[src/rtl/clkctl_pkg.sv]
package clkctl_pkg;

    localparam int REG_W     = 32;
    localparam int CTRL_WORD = 0;
    localparam int CFG_WORD  = 1;
    localparam logic [4:0] TRIM_RST = 5'd16;

    typedef enum logic [1:0] {
        SRC_INT = 2'b00,
        SRC_EXT = 2'b01,
        SRC_MUL = 2'b10,
        SRC_BAD = 2'b11
    } src_e;

    typedef struct packed {
        logic [7:0] rsv3;
        logic [7:0] cal;
        logic [2:0] rsv2;
        logic [4:0] trim;
        logic [1:0] rsv1;
        logic       ext_rdy;
        logic       int_rdy;
        logic [1:0] rsv0;
        logic       ext_en;
        logic       int_en;
    } ctrl_t;

    function automatic logic needs_ext(src_e s);
        return (s == SRC_EXT) || (s == SRC_MUL);
    endfunction

endpackage

[src/rtl/clkctl_ready.sv]
module clkctl_ready #(
    parameter int DROP_TICKS = 6
) (
    input  logic clk,
    input  logic rst,
    input  logic en,
    input  logic stable,
    input  logic tick,
    output logic rdy
);
    generate
        if (DROP_TICKS == 0) begin : g_direct
            logic unused_tick;
            assign unused_tick = tick;
            always_ff @(posedge clk) begin
                if (rst) rdy <= 1'b0;
                else     rdy <= en & stable;
            end
        end else begin : g_count
            localparam int CW = $clog2(DROP_TICKS + 1);
            logic [CW-1:0] cnt;
            always_ff @(posedge clk) begin
                if (rst) begin
                    rdy <= 1'b0;
                    cnt <= '0;
                end else if (en) begin
                    rdy <= stable;
                    cnt <= '0;
                end else if (rdy && tick) begin
                    if (cnt == CW'(DROP_TICKS - 1)) begin
                        rdy <= 1'b0;
                        cnt <= '0;
                    end else begin
                        cnt <= cnt + 1'b1;
                    end
                end
            end
        end
    endgenerate
endmodule

[src/rtl/clkctl_switch.sv]
module clkctl_switch
    import clkctl_pkg::*;
(
    input  logic       clk,
    input  logic       rst,
    input  logic       wr_en,
    input  logic [1:0] wr_code,
    input  logic       int_rdy,
    input  logic       ext_rdy,
    input  logic       fail,
    output src_e       sw,
    output src_e       sws
);
    logic target_rdy;
    assign target_rdy = (sw == SRC_INT) ? int_rdy : ext_rdy;

    always_ff @(posedge clk) begin
        if (rst) begin
            sw  <= SRC_INT;
            sws <= SRC_INT;
        end else if (fail) begin
            sw  <= SRC_INT;
            sws <= SRC_INT;
        end else begin
            if (wr_en && src_e'(wr_code) != SRC_BAD) sw <= src_e'(wr_code);
            if (sw != sws && target_rdy) sws <= sw;
        end
    end
endmodule

[src/rtl/clk_src_ctrl.sv]
module clk_src_ctrl
    import clkctl_pkg::*;
#(
    parameter int ADDR_W     = 8,
    parameter int DROP_TICKS = 6
) (
    input  logic                 clk,
    input  logic                 rst,
    input  logic [ADDR_W-1:0]    bus_addr,
    input  logic [REG_W-1:0]     bus_wdata,
    input  logic [REG_W/8-1:0]   bus_be,
    input  logic                 bus_wr,
    output logic [REG_W-1:0]     bus_rdata,
    input  logic [7:0]           cal_init,
    input  logic                 int_stable,
    input  logic                 int_tick,
    input  logic                 ext_stable,
    input  logic                 lp_enter,
    input  logic                 lp_exit,
    input  logic                 ext_fail,
    output logic                 int_osc_en,
    output logic                 ext_osc_en,
    output logic [1:0]           clk_sel,
    output logic [8:0]           trim_out
);
    localparam int WORD_W = ADDR_W - 2;

    logic       sel_ctrl, sel_cfg;
    logic       wr_en_byte, wr_trim, wr_sw;
    logic       int_en, ext_en, int_en_d, ext_en_d;
    logic       int_rdy, ext_rdy, fail_hit;
    logic [4:0] trim;
    logic [7:0] cal;
    src_e       sw, sws;
    ctrl_t      rd_ctrl;
    logic       unused_bits;

    assign unused_bits = ^{bus_addr[1:0], bus_wdata[REG_W-1:13], bus_wdata[7:2], bus_be[REG_W/8-1:2]};

    assign sel_ctrl   = bus_addr[ADDR_W-1:2] == WORD_W'(CTRL_WORD);
    assign sel_cfg    = bus_addr[ADDR_W-1:2] == WORD_W'(CFG_WORD);
    assign wr_en_byte = bus_wr & sel_ctrl & bus_be[0];
    assign wr_trim    = bus_wr & sel_ctrl & bus_be[1];
    assign wr_sw      = bus_wr & sel_cfg  & bus_be[0];
    assign fail_hit   = ext_fail & needs_ext(sws);

    always_comb begin
        int_en_d = int_en;
        if (wr_en_byte) begin
            if (bus_wdata[0])                            int_en_d = 1'b1;
            else if (sws != SRC_INT && sw != SRC_INT)    int_en_d = 1'b0;
        end
        if (lp_exit || fail_hit) int_en_d = 1'b1;
    end

    always_comb begin
        ext_en_d = ext_en;
        if (wr_en_byte) begin
            if (bus_wdata[1])         ext_en_d = 1'b1;
            else if (!needs_ext(sws)) ext_en_d = 1'b0;
        end
        if (lp_enter) ext_en_d = 1'b0;
    end

    always_ff @(posedge clk) begin
        if (rst) begin
            int_en <= 1'b1;
            ext_en <= 1'b0;
            trim   <= TRIM_RST;
            cal    <= cal_init;
        end else begin
            int_en <= int_en_d;
            ext_en <= ext_en_d;
            if (wr_trim) trim <= bus_wdata[12:8];
        end
    end

    clkctl_ready #(.DROP_TICKS(DROP_TICKS)) u_int_rdy (
        .clk(clk), .rst(rst), .en(int_en), .stable(int_stable),
        .tick(int_tick), .rdy(int_rdy)
    );

    clkctl_ready #(.DROP_TICKS(0)) u_ext_rdy (
        .clk(clk), .rst(rst), .en(ext_en), .stable(ext_stable),
        .tick(1'b0), .rdy(ext_rdy)
    );

    clkctl_switch u_switch (
        .clk(clk), .rst(rst), .wr_en(wr_sw), .wr_code(bus_wdata[1:0]),
        .int_rdy(int_rdy), .ext_rdy(ext_rdy), .fail(fail_hit),
        .sw(sw), .sws(sws)
    );

    always_comb begin
        rd_ctrl         = '0;
        rd_ctrl.int_en  = int_en;
        rd_ctrl.ext_en  = ext_en;
        rd_ctrl.int_rdy = int_rdy;
        rd_ctrl.ext_rdy = ext_rdy;
        rd_ctrl.trim    = trim;
        rd_ctrl.cal     = cal;
    end

    always_comb begin
        if (sel_ctrl)     bus_rdata = rd_ctrl;
        else if (sel_cfg) bus_rdata = {{(REG_W-4){1'b0}}, sws, sw};
        else              bus_rdata = '0;
    end

    assign int_osc_en = int_en;
    assign ext_osc_en = ext_en;
    assign clk_sel    = sws;
    assign trim_out   = {1'b0, cal} + {4'b0, trim};
endmodule

[config.mk]
export PLATFORM = sky130hd
export DESIGN_NAME = clk_src_ctrl
export DESIGN_NICKNAME = d
export VERILOG_FILES = /design/src/rtl/clkctl_pkg.sv /design/src/rtl/clkctl_ready.sv /design/src/rtl/clkctl_switch.sv /design/src/rtl/clk_src_ctrl.sv
export SDC_FILE = /design/constraint.sdc
export NUM_CORES = 1
export LEC_CHECK = 0
export BUFFER_PORTS_ARGS = -buffer_cell sky130_fd_sc_hd__buf_2
export CAP_MARGIN = 20
export CORE_UTILIZATION = 40
export DETAILED_ROUTE_END_ITERATION = 6
export GPL_TIMING_DRIVEN = 0
export PLACE_DENSITY = 0.87
export SLEW_MARGIN = 40
export SYNTH_ARGS = -nofsm -noshare
export SYNTH_HDL_FRONTEND = slang
export SYNTH_HIERARCHICAL = 1
export SYNTH_SLANG_ARGS = --single-unit
[constraint.sdc]
create_clock -name clk -period 2.2 [get_ports clk]
set_input_delay 0.33 -clock clk [delete_from_list [all_inputs] [get_ports clk]]
set_output_delay 0.33 -clock clk [all_outputs]
set_load 0.05 [all_outputs]
# Word-level counts from Yosys, hierarchy flattened
# Cells that the tools add are included.
word_totals:
  regBits: 24
  in_bits: 61
  out_inout_bits: 45
  wordCells: 56
op_classes:
  addsub: 2
  eq_ne: 7
  n_mux: 11
  bitwise: 7
  n_reduce_logical: 20
op_table:
  columns: ["cell", "count"]
  rows:
  - ["$mux 24", 1]
  - ["$reduce_bool 2->1", 5]
  - ["$add 8x5->9", 1]
  - ["$mux 1", 8]
  - ["$reduce_or 2->1", 4]
  - ["$and 1x1->1", 7]
  - ["$eq 6x1->1 const B", 1]
  - ["$logic_not 6->1", 1]
  - ["$reduce_and 2->1", 3]
  - ["$logic_and 1x1->1", 4]
  - ["$mux 4", 1]
  - ["$ne 2x2->1 const B", 2]
  - ["$add 3x1->3 const B", 1]
  - ["$eq 3x3->1 const B", 1]
  - ["$mux 3", 1]
  - ["$eq 2x1->1 const B", 1]
  - ["$eq 2x2->1 const B", 1]
  - ["$logic_not 2->1", 1]
  - ["$logic_or 1x1->1", 2]
  - ["$ne 2x2->1", 1]

# Depth between registers and ports, before layout
# Gate-level depths: netlist of the first run.
depth:
  ltp_word: 5
  ltp_mapped: 6
  mapped_depth_nobuf: 6

# Cells and area by module
# Netlist of the first run, hierarchy kept.
modules_own_cells:
  columns: ["module", "instances", "cells_per_inst", "area_each_um2", "seq_area_each_um2"]
  rows:
  - ["clk_src_ctrl", 1, 111, 1047.3, 380.4]
  - ["clkctl_ready at u_int_rdy", 1, 18, 212.7, 80.1]
  - ["clkctl_switch", 1, 19, 191.4, 80.1]
  - ["clkctl_ready at u_ext_rdy", 1, 2, 28.8, 20.0]

# Least setup slack after synthesis of the first run
# No wires, ideal clock.
synth_path:
  kind: "register to output"
  from: "reg cal[1]"
  to: "out trim_out[7]"
  arrival_time_ps: 2309
  required_time_ps: 1870
  slack_ps: -439
  path_stages_with_launch: 6
  path_cell_list: "edfxtp_1 > ha_1 > a21o_1 > nand4_1 > and3_1 > o32ai_1"
synth_via:
  elab_chain_cells: 1
synth_rtl:
  columns: ["item", "line_no", "rtl"]
  rows:
  - ["start: declaration", "clk_src_ctrl.sv:33", "logic [7:0] cal;"]
  - ["start signal: assignment", "clk_src_ctrl.sv:70", "cal <= cal_init;"]
  - ["$add 8x5->9", "clk_src_ctrl.sv:113", "assign trim_out = {1'b0, cal} + {4'b0, trim};"]
  - ["end: declaration", "clk_src_ctrl.sv:24", "output logic [8:0] trim_out"]
# No other way between the ends.

# Worst setup path after layout of the first run
layout_path:
  from: "reg cal[0]"
  to: "out trim_out[6]"
# Same word-level chain as after synthesis.

==> results of run 1 <==
## layer usage
layer	vias to the layer above	wire length [microns]
li1	682	-
met1	603	1395
met2	62	1631
met3	4	236
met4	0	29
met5	-	0
## worst max-delay path, delay by kind of cell (launching register included)
kind	cells	cell delay, ns
flip-flops	1	0.41
XOR/XNOR	1	0.12
adder cells (fa/ha/maj)	2	0.58
AO/OA/AOI/OAI	2	0.25
buffers and inverters	1	0.17
AND/OR/NAND/NOR	1	0.10
## placed cells by master (no fill, tap or decap), types with 2 or more instances in the layout
cell,synthesis,layout
conb_1,1,13
mux2i_1,4,4
nor3b_1,3,3
and3_4,1,2
buf_2,0,50
clkbuf_8,0,3
buf_4,13,20
nand2_1,5,5
clkbuf_4,0,8
mux2_4,2,2
a211oi_1,2,2
or3b_1,2,2
xnor2_2,0,2
inv_1,8,8
o22ai_1,2,2
nor2_1,8,8
nor3_1,4,2
edfxtp_1,8,8
nand4_1,2,2
and2_1,17,16
dfxtp_1,16,16
ha_2,0,3
a22o_1,2,2
buf_6,1,5
or4_4,2,2
o21ai_0,5,4
and3_1,4,3
ha_1,6,3
mux2_2,2,2
## how the worst max path moves through the flow
stage,endpoint,depth (start not counted),slack (ns)
detailed placement,bus_rdata[10],6,-0.35
finish,trim_out[6],7,-0.03
global placement,bus_rdata[10],6,-0.31
floorplan,trim_out[7],5,0.04
global route,trim_out[6],7,-0.10
CTS,trim_out[6],7,-0.07
## power breakdown
group	internal (mW)	switching, mW
Sequential	0.472	0.0123
Combinational	0.0948	0.172
Clock	0.124	0.134
Total	0.692	0.319
## synth_stat cells (2+ instances only)
cell type and n:
a211oi_1 2, mux2i_1 4, buf_4 13, o21ai_0 5, a22o_1 2, xnor2_1 3, nor3_1 4, mux2_2 2
nor3b_1 3, edfxtp_1 8, or3b_1 2, mux2_4 2, nand4_1 2, xor2_1 2, nor2_1 8, a21oi_1 3
o22ai_1 2, ha_1 6, dfxtp_1 16, and2_1 17, or4_4 2, and3_1 4, nand2_1 5, inv_1 8
## through the flow
| stage | worst slack, ns | power, mW | instances | setup TNS [ns] |
|---|---|---|---|---|
| final | -0.02538 | 1.010 | 280 | -0.02538 |
| after global routing | -0.1049 | 1.053 | 280 | -0.4059 |
| after CTS | -0.06923 | 1.011 | 279 | -0.1472 |
| after detailed placement | -0.3450 | 0.7311 | 271 | -3.775 |
| after global placement | -0.3146 | 0.7283 | 271 | -3.454 |
| after floorplan | 0.03725 | 0.6697 | 162 | 0 |
## state kept, by name (all words and copies together) (netlist names)
| name | cells |
|---|---|
| trim | 5 |
| cal | 8 |
| u_switch/sws | 2 |
| u_int_rdy/g_count.cnt | 3 |
| u_ext_rdy/rdy | 1 |
| ext_osc_en | 1 |
| u_switch/sw | 2 |
| int_osc_en | 1 |
| u_int_rdy/rdy | 1 |
## area by class of cell
class | instances | share of cell area
Tap cell | 46 | 0.02709
Inverter | 8 | 0.01413
Clock buffer | 3 | 0.01943
Sequential cell | 24 | 0.2638
Clock inverter | 1 | 0.001767
Multi-Input combinational cell | 115 | 0.4305
Timing Repair Buffer | 68 | 0.1885
Buffer | 15 | 0.05477
## logic make-up (layout without fill, tap and decap cells)
logic type	count (synthesis)	count (layout)	share of synthesized area
simple gates	59	59	0.2519
flops	24	24	0.3787
compound gates	23	23	0.1141
buf+inv	23	95	0.09636
mux	8	8	0.06255
fa+ha+maj	7	7	0.06424
xor+xnor	5	5	0.02959
other cells	1	13	0.002533
## what timing repair did
item	4_1_cts	5_1_grt
setup buffers	4	2
pin swaps	6	10
cloned	0	0
setup endpoints to repair	22	21
resized for setup	20	15
==> reports/results.ini, run 1 <==
[job]
cap_violations = 0

[global_routing]
grt_busiest_layer = met2
grt_overflow = 0
grt_pass1_vias = 1238
grt_pass1_wl_mm = 5.271
use_met1 = 0.2041
use_met2 = 0.2867
antenna_found_initial = 0
grt_max_degree = 28
gr-usage-all-layers = 0.1647
met3_usage = 0.02920

[floorplanning]
core_region_area_sq_um = 3442
initial_core_util = 0.4300
die_x_microns = 62.83
ioPinCount = 106
die_h_microns = 62.83
row_count = 21
die_area_sq_um = 3948

[critical_path]
ff2ff_path_depth = 5
crit_path_max_incr_delay_ns = 0.41
cp-end-kind = primary output
reg2reg_slack_ns = 0.67
startpoint = cal[0]
r2r-start = u_switch/sws[0]
crit_chain = ha_2 -> fa_2 -> a21oi_4 -> o21ai_2 -> nand2_1 -> xnor2_2 -> buf_6
critical_path_class = reg2out
cp_max_fo = 2
r2r-end = u_switch/sws[1]
crit_arrival_ns = 1.90
crit_path_start_kind = register
cp.required_ns = 1.87
slowest_stage = edfxtp_1

[cts]
clock_latency_ns = 0.26
cts_buffers = 3
cts.htree.levels = 1
holdBufCountCts = 0
cts_tree = built
cts.path.max_buffers = 2
root_buffer = clkbuf_8
cts.sinks = 24
path_clk_slew_ns = 0.09

[cells_and_area]
final_layout_size_suffix_gt1_frac = 0.4744
area_delta_synth_final_pct = 43.53
final_util = 0.6172
diodes = 0
fin_nets = 303
multiInputGateArea_sq_um = 914.6
seq_area_sq_um = 560.5
postLayoutCellArea_sq_um = 2125
fillers = 309

[place]
portBuffers = 63
place_hpwl_mm = 2.498
routabilityCongestion = 0.7627
dpl-instance-area_sq_um = 1934

[routing]
wl_per_cell_microns = 11.76
drt_iter0_drc = 70
antenna_left = 0
wirelength_mm = 3.293
vias = 1351
via_per_inst = 4.825
drc_errors = 0
dr.pass1.iters = 4

[yosys]
ys_async_sr_fraction = 0
syn_inst = 150
synth_area_leaders = dfxtp_1 22%, edfxtp_1 16%, and2_1 7.2%
synth_area_per_cell_sq_um = 9.868
synth_top_area_share = 0.2164
synth_area_sq_um = 1480
synth-edff-count = 8
yosys.area.top_type = dfxtp_1
synth_cell_types = 49
seq_area_frac_synth = 0.3787
synth_ff_type = dfxtp_1
ys_seq_elements = 24
yosysWarnings = 6

[timing]
slew-limit-headroom = 0.6622
final_max_slew_viol_count = 0
final_hold_viol_count = 0
worst_pin_slew_ns = 0.5066
fin_skew_ns = 0.006709
timing.final.ws_setup_ns = -0.02538
post-route-period-util = 1.012
holdWs_ns = 0.2226
setup_viol = 1
finalCriticalPeriod_ns = 2.225
rsz0062_at_grt = yes
max_freq_mhz = 449.4

[run_status]
violations = setup timing
status = finished, violations left

[worst_hold_path]
hp-start = lp_enter
hold_class = in2reg
hold_depth = 2
min_to = ext_osc_en

[power]
p_per_area_nw_per_um2 = 475.5
vdd_ir_drop_max_v = 0.0002713
p_leak_nw = 1.047

(Power assumes the default switching activity.)
==> run 2, diff against run 1 <==
Settings changed: CORE_UTILIZATION 40 to 37, PLACE_DENSITY 0.87 to 0.85.
Clock period 2.2 ns to 1.9 ns, I/O delays scaled along.
==> reports/results.ini, run 2 (synthesis results as in run 1) <==
[cells_and_area]
final_common_cell = buf_2
fillers = 293
fin_nets = 307
largest-register = cal
area_delta_synth_final_pct = 66.61
final_layout_size_suffix_gt1_frac = 0.5756
final_cell_mix = 34 x buf_2, 21 x buf_4, 17 x buf_6
diodes = 0
postLayoutCellArea_sq_um = 2466
reg.largest.list = cal x8, trim x5, u_int_rdy/g_count.cnt x3
instances_no_fill = 286
largest_reg_flops = 8

[cts]
path_clk_slew_ns = 0.08
cts_buffers = 3
cts.path.max_buffers = 2
cts.htree.levels = 1
holdBufCountCts = 0
root_buffer = clkbuf_8
clock_latency_ns = 0.26
cts.sinks = 24
cts_tree = built

[routing]
wirelength_mm = 3.836
drt_iter0_drc = 74
wl_per_cell_microns = 13.41
via_per_inst = 4.843
drc_errors = 0
antenna_left = 0
dr.pass1.iters = 4
vias = 1385

[floorplanning]
core_region_area_sq_um = 3744
row_count = 22
die_h_microns = 65.25
die_x_microns = 65.25
ioPinCount = 106
die_area_sq_um = 4258
initial_core_util = 0.3954

[global_routing]
grt_max_degree = 28
antenna_found_initial = 0
grt_overflow = 0
grt_pass1_vias = 1311
grt_pass1_wl_mm = 6.030
gr-usage-all-layers = 0.1856

[critical_path]
crit_path_start_kind = register
crit_path_max_incr_delay_ns = 0.40
cp_max_fo = 2
cp.required_ns = 1.62
slowest_stage = edfxtp_1
crit_arrival_ns = 1.90
crit_chain = ha_2 -> fa_2 -> a21oi_4 -> o21ai_2 -> nand2_2 -> xnor2_4 -> buf_6
path_delay_family = adder cells
startpoint = cal[0]
crit_buf_inv = 1
cp-end-kind = primary output
critical_path_class = reg2out
r2r-start = u_switch/sws[0]

[timing]
worst_pin_slew_ns = 0.5057
final_max_slew_viol_count = 0
rsz0062_at_grt = yes
post-route-period-util = 1.150
timing.final.ws_setup_ns = -0.2852
max_freq_mhz = 457.6
final_hold_viol_count = 0
finalCriticalPeriod_ns = 2.185
fin_skew_ns = 0.004780
setup_viol = 20
slew-limit-headroom = 0.6628

[power]
vdd_ir_drop_max_v = 0.0002664
p_leak_nw = 1.149
p_per_area_nw_per_um2 = 507.9

[job]
cap_violations = 0

[worst_hold_path]
hp-start = cal_init[0]
hold_class = in2reg

[place]
place_hpwl_mm = 2.539
place_ws_ns = -0.4090
place_inst = 273
dpl-instance-area_sq_um = 1992
routabilityCongestion = 0.7919
portBuffers = 63

[run_status]
violations = setup timing
status = finished, violations left

-- run 2: cell count changes in the layout (fill, tap and decap cells not counted), moves of 2 or more --
cell      previous run  this run
buf_2               50        34
buf_6                5        17
buf_8                0        15
and2_1              16         1
clkbuf_4             8         0
ha_4                 0         3
ha_2                 3         1
and2_4               0        15
-- run 2: area by class of cell --
| cell class | instances | area [sq um] | share of cell area |
|---|---|---|---|
| Buffer | 14 | 108.9 | 0.04414 |
| Timing Repair Buffer | 73 | 635.6 | 0.2577 |
| Multi-Input combinational cell | 115 | 1015 | 0.4115 |
| Inverter | 8 | 30.03 | 0.01218 |
| Sequential cell | 24 | 561.8 | 0.2278 |
| Clock buffer | 4 | 55.05 | 0.02232 |
| Tap cell | 48 | 60.06 | 0.02435 |
-- run 2: path summary, 6_finish.rpt --
| check | cells after the start | endpoint | slack [ns] |
|---|---|---|---|
| worst max-delay path | 7 | trim_out[6] | -0.29 |
| worst max register to register | 5 | u_switch/sws[1] | 0.36 |
| worst min-delay path | 1 | cal[0] | 0.20 |
| worst min register to register | 1 | u_ext_rdy/rdy | 0.55 |
-- run 2: routing by layer --
metal  part of all wire  up-vias  GRT usage
li1                   -      686          -
met1               0.39      642     0.2219
met2               0.55       57     0.3505
met3              0.061        0    0.02083
met4                  0        0    0.04076
met5                  0        -          0
-- run 2: where the power goes --
group          internal (mW)  leakage, nW  switching, mW
clock network          0.185       0.0288          0.154
logic                  0.138        0.912          0.210
registers              0.547        0.208         0.0189
-- run 2: through the flow --
| stage | util | setup TNS, ns | hold WS (ns) | power (mW) |
|---|---|---|---|---|
| after floorplan | - | -0.4331 | 0.3574 | 0.7860 |
| after global placement | 0.5321 | -5.555 | 0.4459 | 0.8539 |
| after detailed placement | 0.5321 | -5.981 | 0.4483 | 0.8586 |
| after CTS | 0.6487 | -3.334 | 0.1638 | 1.252 |
| after global routing | 0.6588 | -3.424 | 0.1787 | 1.317 |
| final | 0.6588 | -2.040 | 0.1951 | 1.252 |
-- run 2: repair_timing --
action / CTS / global route
gates cloned: 1 / 0
buffers inserted: 7 / 3
gates resized for setup: 92 / 11
endpoints found under the setup margin: 25 / 28
pin swaps: 15 / 5
